## src/rtl/xt_pkg.sv

```systemverilog
package xt_pkg;
  typedef enum logic [1:0] {
    XT_IDLE = 2'd0,
    XT_ARM  = 2'd1,
    XT_RUN  = 2'd2,
    XT_DONE = 2'd3
  } xt_state_e;
endpackage

```

## src/rtl/xt_rst_sync.sv

```systemverilog
module xt_rst_sync #(
  parameter int STAGES = 2
) (
  input  logic clk,
  input  logic arst_n,
  output logic rst_n_o
);
  logic [STAGES-1:0] sync_q;
  logic [STAGES-1:0] sync_d;

  always_comb begin
    sync_d[0] = 1'b1;
  end

  genvar g;
  generate
    for (g = 1; g < STAGES; g++) begin : g_chain
      always_comb sync_d[g] = sync_q[g-1];
    end
  endgenerate

  always_ff @(posedge clk or negedge arst_n) begin
    if (!arst_n) sync_q <= '0;
    else         sync_q <= sync_d;
  end

  assign rst_n_o = sync_q[STAGES-1];
endmodule

```

## src/rtl/xt_bbpd.sv

```systemverilog
// Bang-bang decision: the reference rising edge samples the feedback clock
// level. High means the feedback edge came first; a tie reads low (late).
module xt_bbpd #(
  parameter int STAGES = 2
) (
  input  logic clk,
  input  logic rst_n,
  input  logic fb_clk_i,
  output logic early_o
);
  logic [STAGES-1:0] stg_q;
  logic [STAGES-1:0] stg_d;

  always_comb stg_d[0] = fb_clk_i;

  genvar g;
  generate
    for (g = 1; g < STAGES; g++) begin : g_sync
      always_comb stg_d[g] = stg_q[g-1];
    end
  endgenerate

  always_ff @(posedge clk or negedge rst_n) begin
    if (!rst_n) stg_q <= '0;
    else        stg_q <= stg_d;
  end

  assign early_o = stg_q[STAGES-1];

  AST_PD_RESET_LATE: assert property (@(posedge clk) $rose(rst_n) |-> !early_o)
    else $error("detector not late after reset");
endmodule

```

## src/rtl/xt_seq.sv

```systemverilog
module xt_seq
  import xt_pkg::*;
#(
  parameter int CNT_W = 10
) (
  input  logic             clk,
  input  logic             rst_n,
  input  logic             step_i,
  input  logic             sign_i,
  output logic [CNT_W-1:0] cnt_o,
  output logic             valid_o,
  output logic             run_o
);
  localparam logic [CNT_W-1:0] CNT_MAX = {CNT_W{1'b1}};
  localparam logic [CNT_W-1:0] CNT_ONE = {{(CNT_W-1){1'b0}}, 1'b1};

  xt_state_e        state_q, state_d;
  logic [CNT_W-1:0] cnt_q, cnt_d;
  logic             valid_q, valid_d;
  logic             ref_q, ref_d;
  logic             cnt_en, ref_en;
  logic             flip;

  assign flip = (sign_i != ref_q);

  always_comb begin
    state_d = state_q;
    cnt_d   = cnt_q;
    valid_d = valid_q;
    ref_d   = ref_q;
    cnt_en  = 1'b0;
    ref_en  = 1'b0;
    if (step_i) begin
      state_d = XT_ARM;
      cnt_d   = '0;
      valid_d = 1'b0;
      cnt_en  = 1'b1;
    end else begin
      unique case (state_q)
        XT_IDLE: state_d = XT_IDLE;
        XT_ARM: begin
          ref_d   = sign_i;
          ref_en  = 1'b1;
          state_d = XT_RUN;
        end
        XT_RUN: begin
          if (flip) begin
            valid_d = 1'b1;
            state_d = XT_DONE;
          end else if (cnt_q == CNT_MAX) begin
            state_d = XT_DONE;
          end else begin
            cnt_d  = cnt_q + CNT_ONE;
            cnt_en = 1'b1;
          end
        end
        XT_DONE: state_d = XT_DONE;
        default: state_d = XT_IDLE;
      endcase
    end
  end

  always_ff @(posedge clk or negedge rst_n) begin
    if (!rst_n) begin
      state_q <= XT_IDLE;
      cnt_q   <= '0;
      valid_q <= 1'b0;
      ref_q   <= 1'b0;
    end else begin
      state_q <= state_d;
      valid_q <= valid_d;
      if (cnt_en) cnt_q <= cnt_d;
      if (ref_en) ref_q <= ref_d;
    end
  end

  assign cnt_o   = cnt_q;
  assign valid_o = valid_q;
  assign run_o   = (state_q == XT_RUN);

  AST_STEP_CLEARS: assert property (@(posedge clk) disable iff (!rst_n)
    step_i |=> (cnt_q == '0 && !valid_q && state_q == XT_ARM))
    else $error("strobe did not clear");
  AST_RUN_ADVANCE: assert property (@(posedge clk) disable iff (!rst_n)
    (state_q == XT_RUN && !step_i && !flip && cnt_q != CNT_MAX)
      |=> (cnt_q == $past(cnt_q) + CNT_ONE))
    else $error("count did not advance");
  AST_VALID_ENDS_RUN: assert property (@(posedge clk) disable iff (!rst_n)
    valid_q |-> (state_q == XT_DONE))
    else $error("valid outside done");
  AST_RESULT_FROZEN: assert property (@(posedge clk) disable iff (!rst_n)
    (state_q == XT_DONE && !step_i) |=> ($stable(cnt_q) && $stable(valid_q)))
    else $error("result moved after end");
  AST_NO_OVERFLOW: assert property (@(posedge clk) disable iff (!rst_n)
    (state_q == XT_DONE && !valid_q) |-> (cnt_q == CNT_MAX))
    else $error("invalid end without saturation");
endmodule

```

## src/rtl/xt_peak.sv

```systemverilog
module xt_peak #(
  parameter int DIV_W = 6
) (
  input  logic             clk,
  input  logic             rst_n,
  input  logic             clr_i,
  input  logic             run_i,
  input  logic [DIV_W-1:0] cnt_i,
  output logic [DIV_W-1:0] max_o
);
  logic [DIV_W-1:0] smp_q;
  logic [DIV_W-1:0] max_q, max_d;
  logic             max_en;

  always_comb begin
    max_d  = max_q;
    max_en = 1'b0;
    if (clr_i) begin
      max_d  = '0;
      max_en = 1'b1;
    end else if (run_i && (smp_q > max_q)) begin
      max_d  = smp_q;
      max_en = 1'b1;
    end
  end

  always_ff @(posedge clk or negedge rst_n) begin
    if (!rst_n) begin
      smp_q <= '0;
      max_q <= '0;
    end else begin
      smp_q <= cnt_i;
      if (max_en) max_q <= max_d;
    end
  end

  assign max_o = max_q;

  AST_PEAK_CLEAR: assert property (@(posedge clk) disable iff (!rst_n)
    clr_i |=> (max_q == '0))
    else $error("peak not cleared");
  AST_PEAK_MONO: assert property (@(posedge clk) disable iff (!rst_n)
    !clr_i |=> (max_q >= $past(max_q)))
    else $error("peak decreased");
  AST_PEAK_HOLD: assert property (@(posedge clk) disable iff (!rst_n)
    (!run_i && !clr_i) |=> $stable(max_q))
    else $error("peak moved outside run");
endmodule

```

## src/rtl/xover_timer.sv

```systemverilog
module xover_timer #(
  parameter int CNT_W      = 10,
  parameter int DIV_W      = 6,
  parameter int PD_STAGES  = 2,
  parameter int RST_STAGES = 2
) (
  input  logic             clk_ref,
  input  logic             rst_n,
  input  logic             fb_clk,
  input  logic             step_i,
  input  logic [DIV_W-1:0] fb_cnt,
  output logic [CNT_W-1:0] xo_count,
  output logic             xo_valid,
  output logic [DIV_W-1:0] peak_cnt
);
  logic rst_sn;
  logic sign;
  logic running;

  xt_rst_sync #(.STAGES(RST_STAGES)) u_rst (
    .clk(clk_ref), .arst_n(rst_n), .rst_n_o(rst_sn)
  );

  xt_bbpd #(.STAGES(PD_STAGES)) u_pd (
    .clk(clk_ref), .rst_n(rst_sn), .fb_clk_i(fb_clk), .early_o(sign)
  );

  xt_seq #(.CNT_W(CNT_W)) u_seq (
    .clk(clk_ref), .rst_n(rst_sn), .step_i(step_i), .sign_i(sign),
    .cnt_o(xo_count), .valid_o(xo_valid), .run_o(running)
  );

  xt_peak #(.DIV_W(DIV_W)) u_peak (
    .clk(clk_ref), .rst_n(rst_sn), .clr_i(step_i), .run_i(running),
    .cnt_i(fb_cnt), .max_o(peak_cnt)
  );

  AST_RESET_QUIET: assert property (@(posedge clk_ref)
    !rst_sn |-> (xo_count == '0 && !xo_valid && peak_cnt == '0))
    else $error("outputs not clear in reset");
endmodule

```

## config.mk

```make
export PLATFORM = sky130hd
export DESIGN_NAME = xover_timer
export DESIGN_NICKNAME = d
export VERILOG_FILES = /design/src/rtl/xt_pkg.sv /design/src/rtl/xt_rst_sync.sv /design/src/rtl/xt_bbpd.sv /design/src/rtl/xt_seq.sv /design/src/rtl/xt_peak.sv /design/src/rtl/xover_timer.sv
export SDC_FILE = /design/constraint.sdc
export NUM_CORES = 1
export LEC_CHECK = 0
export ABC_AREA = 1
export CORE_UTILIZATION = 55
export CTS_BUF_LIST = sky130_fd_sc_hd__clkbuf_16
export DETAILED_ROUTE_END_ITERATION = 12
export DONT_BUFFER_PORTS = 1
export GPL_ROUTABILITY_DRIVEN = 1
export PLACE_DENSITY_LB_ADDON = 0.08
export SETUP_SLACK_MARGIN = 0.2
export SKIP_CTS_REPAIR_TIMING = 1
export SLEW_MARGIN = 5
export SYNTH_ARGS = -nofsm -noshare
export SYNTH_HDL_FRONTEND = slang
export SYNTH_SLANG_ARGS = --single-unit
```

## constraint.sdc

```tcl
create_clock -name clk_ref -period 1.28 [get_ports clk_ref]
set_input_delay 0.256 -clock clk_ref [delete_from_list [all_inputs] [get_ports clk_ref]]
set_output_delay 0.256 -clock clk_ref [all_outputs]
set_load 0.01 [all_outputs]
```

==> results of run 1 <==
final cells by class:
class	count	share of cell area
clock buffers	5	0.0561
clock inverters	3	0.00729
inverters	26	0.0482
multi-input cells	114	0.365
flip-flops and latches	30	0.337
well taps	30	0.0168
repair buffers	42	0.169
layer usage:
metal | wire [um] | global-route usage | vias to the layer above | part of all wire
met5 | 0 | 0 | - | 0
met2 | 2410 | 0.473 | 86 | 0.50
met3 | 345 | 0.0819 | 33 | 0.072
li1 | - | - | 646 | -
met1 | 1720 | 0.326 | 725 | 0.36
met4 | 311 | 0.127 | 0 | 0.065
metrics by stage:
step / setup TNS (ns) / hold WS, ns / power (mW) / std cells
5_1_grt: -3.56 / -0.00294 / 2.56 / 250
6_report: -2.27 / 0.00246 / 2.49 / 250
2_1_floorplan: -1.37 / -0.0396 / 1.15 / 172
4_1_cts: -2.00 / -0.327 / 2.36 / 241
3_3_place_gp: -0.760 / -0.0396 / 1.23 / 233
3_5_place_dp: -1.35 / -0.0396 / 1.24 / 233
flip-flops by register name, indices dropped and copies added (netlist names):
register,flops
u_seq.cnt_o,10
u_peak.max_o,6
u_seq.state_q,2
u_seq.ref_q,1
u_peak.smp_q,6
u_seq.valid_o,1
u_pd.stg_q,2
u_rst.sync_q,2
synth_stat cells:
cell type and count:
o21ai_1 2, a21oi_2 1, nand3_1 14, xor2_1 2, nand2_4 1, nor2_1 8, ha_1 7, buf_1 1
a21oi_1 3, buf_2 1, nand4_1 14, a31oi_1 1, o21ai_0 1, clkinv_4 1, conb_1 1, dfrtp_1 30
inv_1 25, nor2_4 2, nand2_1 51, or2_2 1, nand2_2 1, nand3_2 2, o21bai_1 2
worst max-delay path by stage:
stage | from | to | slack (ns) | depth (start not counted)
2_1_floorplan | u_peak.max_o[3]$_DFFE_PN0P_ | u_peak.max_o[4]$_DFFE_PN0P_ | -0.18 | 8
3_3_place_gp | u_peak.max_o[4]$_DFFE_PN0P_ | u_peak.max_o[1]$_DFFE_PN0P_ | -0.13 | 8
3_5_place_dp | u_peak.max_o[4]$_DFFE_PN0P_ | u_peak.max_o[4]$_DFFE_PN0P_ | -0.22 | 8
4_1_cts | u_peak.max_o[4]$_DFFE_PN0P_ | u_peak.max_o[0]$_DFFE_PN0P_ | -0.29 | 9
5_1_grt | u_peak.max_o[0]$_DFFE_PN0P_ | u_peak.max_o[0]$_DFFE_PN0P_ | -0.38 | 7
6_report | u_peak.smp_q[3]$_DFF_PN0_ | u_peak.max_o[0]$_DFFE_PN0P_ | -0.34 | 8
power by group through the flow:
stage / clock, mW / combinational, mW / sequential (mW)
after CTS: 1.13 / 0.225 / 1.01
after global routing: 1.18 / 0.366 / 1.02
final: 1.14 / 0.335 / 1.02
after floorplan: 0 / 0.114 / 1.04
after detailed placement: 0 / 0.215 / 1.03
after global placement: 0 / 0.210 / 1.02
cells by family after synthesis:
family / Yosys count
DFF: 30
xor gates and xnor gates: 2
and+or+nand+nor: 94
AOI/OAI and AO/OA: 10
other: 1
buffers and inverters: 28
adders and majority gates: 7
==> impl_metrics.env, run 1 <==
export IMPL_port_buffers=0
export IMPL_finalSetupViolations=16
export IMPL_reg2reg_slack_ns=-0.34
export IMPL_nets=236
export IMPL_die_w_um=53.8
export IMPL_dr_pass1_iters=4
export IMPL_fin_crit_ns=1.62
export IMPL_yosysSeqAreaShare=0.508
export IMPL_crit_arrival_ns=1.82
export IMPL_p_leak_nw=1.13
export IMPL_numCtsBuffers=5
export IMPL_clock_skew_ns=0.00569
export IMPL_postPlaceCellArea_um2=1790
export IMPL_drv_slew=0
export IMPL_grt_overflow_total=0
export IMPL_syn_area_um2=1480
export IMPL_drt_initial_drc_count=65
export IMPL_hold_violations=0
export IMPL_p_switching_uw=656
export IMPL_yosys_warnings=0
export IMPL_syn_num_nets=189
export IMPL_wire_per_inst_um=19.1
export IMPL_layout_common_cells="37 x nand2_1, 29 x dfrtp_1, 25 x buf_4"
export IMPL_yosysTopAreaCellShare=0.508
export IMPL_dpl_hpwl_um=2330
export IMPL_gp_congestion=0.812
export IMPL_clkTransAtPathRegs_ns=0.05
export IMPL_crit_required_ns=1.49
export IMPL_synth_seq_cells=30
export IMPL_min_path_cells=0
export IMPL_die_height_um=53.8
export IMPL_multi_input_area_um2=815
export IMPL_violations="setup timing"
export IMPL_worst_slack_ns=-0.338
export IMPL_start_util=0.591
export IMPL_grt_max_degree=29
export IMPL_synth_simple_area_share=0.302
export IMPL_swShare=0.263
export IMPL_status="complete, but fails checks"
export IMPL_clk_latency_ns=0.28
export IMPL_syn_to_final_growth_pct=51.1
export IMPL_period_share=1.26
export IMPL_syn_avg_cell_area_um2=8.58
export IMPL_rr_worst_depth=8
export IMPL_p_clk_frac=0.458
export IMPL_core_rowCount=18
export IMPL_synth_top_area_cell="dfrtp_1"
export IMPL_clock_root_buffer="clkbuf_16"
export IMPL_hp_start="fb_cnt[2]"
export IMPL_synthAdderAreaFrac=0.0593
export IMPL_critPathMaxFanout=3
export IMPL_cp_start_kind="register"
export IMPL_share_comb_of_total_power=0.134
export IMPL_layout_commonest_cell="nand2_1"
export IMPL_nFillCells=114
export IMPL_stdcell_area_um2=2230
export IMPL_synth_area_leaders="dfrtp_1 51%, nand2_1 13%, inv_1 6.4%"
export IMPL_cpMaxStageDelayCell="dfrtp_1"
export IMPL_maxCapViolCount=0
export IMPL_path_class="reg2reg"
export IMPL_cts_sinks=30
export IMPL_core_um2=2500
export IMPL_cts_htree_levels=2
export IMPL_muxShareOfSynthArea=0
export IMPL_synth_top_family_by_area="simple AND/OR/NAND/NOR gates"
export IMPL_holdPathEnd="u_peak.smp_q[2]$_DFF_PN0_"
export IMPL_vias=1490
export IMPL_r2r_start="u_peak.smp_q[3]$_DFF_PN0_"
export IMPL_drive_gt1_frac=0.414
export IMPL_drc_errors=0
export IMPL_peakVddDrop_mv=1.51
export IMPL_postLayoutCoreUtil=0.892
export IMPL_antenna_found_initial=0
export IMPL_dieArea_um2=2900
export IMPL_path_delay_family="simple AND/OR/NAND/NOR gates"
export IMPL_synth_compound_area_frac=0.0407
export IMPL_wl_um=4790
export IMPL_preCtsSetupSlack_ns=-0.217
export IMPL_p_seq_frac=0.408
export IMPL_fmax_ghz=0.618
export IMPL_seq_area_um2=752
export IMPL_antennaDiodeCount=0
export IMPL_critPathMaxStageDelay_ns=0.42
export IMPL_r2r_end="u_peak.max_o[0]$_DFFE_PN0P_"
export IMPL_critPathBufInv=1
export IMPL_hold_path_class="in2reg"
export IMPL_pin_count=27
export IMPL_path_cells="ha_4, nand2_4, nor2_4, nand2_2, nand3_4, buf_6, nand4_1, nand2_1"
export IMPL_synth_xor_area_frac=0.0119
export IMPL_grt_pass1_vias=1330
export IMPL_viasPerCell=5.96
export IMPL_intPower_mw=1.84
export IMPL_cts_tree="done"
export IMPL_yosysUniqueCellTypes=23
export IMPL_track_usage=0.281
export IMPL_rsz0062_at_grt="yes"
export IMPL_cellPowerDensity_nw_per_um2=1120
export IMPL_ant_nets=0
export IMPL_grt_first_pass_wirelength_um=5620
export IMPL_clockBufferDepth=2
export IMPL_synthCells=172
export IMPL_cp_end_kind="register"
Power figures use the tool's default switching activity.
==> run 2, diff against run 1 <==
--- a/config.mk
+++ b/config.mk
@@ -11,6 +11,7 @@
 export DETAILED_ROUTE_END_ITERATION = 12
 export DONT_BUFFER_PORTS = 1
 export GPL_ROUTABILITY_DRIVEN = 1
+export MAX_ROUTING_LAYER = met4
 export PLACE_DENSITY_LB_ADDON = 0.08
 export SETUP_SLACK_MARGIN = 0.2
 export SKIP_CTS_REPAIR_TIMING = 1
==> run 2 against run 1 <==
The run still ends with setup timing left. Clock-buffer cell count did not move. Global-route usage increased by 0.83 points. First-iteration DRC count grew 6.2%. Critical endpoint unchanged. Non-clock buffer count unchanged. Register-to-register slack about the same. Maximum frequency down 0.17%. Sequential share of layout area unchanged. Die area is the same. Highest routed layer unchanged. Sequential cell count is the same. Clock power hardly changed.
==> impl_metrics.env, run 2 (synthesis results as in run 1) <==
export IMPL_status="complete, but fails checks"
export IMPL_violations="setup timing"
export IMPL_worst_slack_ns=-0.341
export IMPL_pin_count=27
export IMPL_vias=1494
export IMPL_period_share=1.27
export IMPL_swShare=0.258
export IMPL_stdcell_area_um2=2230
export IMPL_globalRouteMet3Util=0.0819
export IMPL_cp_end_kind="register"
export IMPL_p_leak_nw=1.13
export IMPL_postPlaceCellArea_um2=1790
export IMPL_die_w_um=53.8
export IMPL_wire_per_inst_um=19.0
export IMPL_clock_skew_ns=0.00412
export IMPL_critPathMaxFanout=3
export IMPL_die_height_um=53.8
export IMPL_cts_sinks=30
export IMPL_crit_required_ns=1.48
export IMPL_largest_register_ffs=10
export IMPL_nets=236
export IMPL_hold_path_class="in2reg"
export IMPL_layout_common_cells="37 x nand2_1, 29 x dfrtp_1, 25 x buf_4"
export IMPL_cp_start_kind="register"
export IMPL_grt_max_degree=29
export IMPL_preCtsSetupSlack_ns=-0.217
export IMPL_clockBufferDepth=2
export IMPL_syn_to_final_growth_pct=51.1
export IMPL_numCtsBuffers=5
export IMPL_dr_pass1_iters=4
export IMPL_clkTransAtPathRegs_ns=0.05
export IMPL_ant_nets=0
export IMPL_peakVddDrop_mv=1.51
export IMPL_clk_latency_ns=0.28
export IMPL_wl_um=4760
export IMPL_finalPower_mw=2.48
export IMPL_intPower_mw=1.84
export IMPL_met2_usage=0.473
export IMPL_cts_htree_levels=2
export IMPL_path_class="reg2reg"
export IMPL_grt_overflow_total=0
export IMPL_fin_crit_ns=1.62
export IMPL_track_usage=0.289
export IMPL_hold_violations=0
export IMPL_gp_congestion=0.824
export IMPL_clock_root_buffer="clkbuf_16"
export IMPL_grt_busiest_layer="met2"
export IMPL_core_um2=2500
export IMPL_cts_tree="done"
export IMPL_hold_slack_ns=0.00756
export IMPL_drc_errors=0
export IMPL_maxCapViolCount=0
export IMPL_port_buffers=0
export IMPL_p_seq_frac=0.411
export IMPL_layout_commonest_cell="nand2_1"
export IMPL_drive_gt1_frac=0.414
export IMPL_p_clk_frac=0.454
export IMPL_share_comb_of_total_power=0.135
export IMPL_cellPowerDensity_nw_per_um2=1110
export IMPL_finalSetupViolations=16
export IMPL_grt_pass1_vias=1329
export IMPL_crit_arrival_ns=1.82
export IMPL_antenna_found_initial=0
export IMPL_dpl_hpwl_um=2330
export IMPL_antennaDiodeCount=0
export IMPL_p_switching_uw=638
export IMPL_drv_slew=0
export IMPL_core_rowCount=18
export IMPL_rsz0062_at_grt="yes"
export IMPL_dieArea_um2=2900
export IMPL_viasPerCell=5.98
export IMPL_drt_initial_drc_count=69
export IMPL_grt_first_pass_wirelength_um=5620
export IMPL_start_util=0.591
export IMPL_fmax_ghz=0.617
export IMPL_grt_use_met1=0.326
==> run 2: cell counts in the layout (fill, tap and decap cells not counted) <==
Identical to the previous run, type by type.
==> run 2: final cells by class <==
cell class / count / area [um^2]
sequential: 30 / 752
fill: 114 / 269
timing repair buffer: 42 / 378
inverter: 26 / 108
clock buffer: 5 / 125
tap: 30 / 37.5
multi-input combinational: 114 / 815
clock inverter: 3 / 16.3
==> run 2: metal layers <==
metal  vias to the layer above  share of wire
li1                        653              -
met1                       739           0.36
met2                        69           0.52
met3                        33          0.055
met4                         0          0.065
met5                         -              0
==> run 2: power by group through the flow <==
stage	Sequential, mW	Clock, mW	Combinational, mW
floorplan	1.04	0	0.114
global placement	1.02	0	0.210
detailed placement	1.03	0	0.215
CTS	1.01	1.13	0.225
global route	1.02	1.18	0.366
finish	1.02	1.12	0.334
==> run 2: path summary, 6_finish.rpt <==
path	from	endpoint	slack [ns]	cells after the start
max	u_peak.smp_q[3]$_DFF_PN0_	u_peak.max_o[0]$_DFFE_PN0P_	-0.34	8
min	fb_cnt[1]	u_peak.smp_q[1]$_DFF_PN0_	0.008	0
max reg2reg	u_peak.smp_q[3]$_DFF_PN0_	u_peak.max_o[0]$_DFFE_PN0P_	-0.34	8
min reg2reg	u_rst.sync_q[1]$_DFF_PN0_	u_peak.max_o[1]$_DFFE_PN0P_	0.26	1
max in group asynchronous	u_rst.sync_q[1]$_DFF_PN0_	u_seq.cnt_o[2]$_DFFE_PN0P_	0.72	1
min in group asynchronous	rst_n	u_rst.sync_q[1]$_DFF_PN0_	0.21	1
==> run 2: critical path, cell delays in order (launching register included) <==
cell     delay [ns]
dfrtp_1        0.43
ha_4           0.31
nand2_4        0.05
nor2_4         0.17
nand2_2        0.11
nand3_4        0.13
buf_6          0.12
nand4_1        0.11
nand2_1        0.12
==> run 2: stage by stage <==
stage | setup TNS (ns) | util | std cells
floorplan | -1.37 | - | 172
global placement | -0.760 | 0.715 | 233
detailed placement | -1.35 | 0.715 | 233
CTS | -2.00 | 0.771 | 241
global route | -3.31 | 0.892 | 250
finish | -2.45 | 0.892 | 250
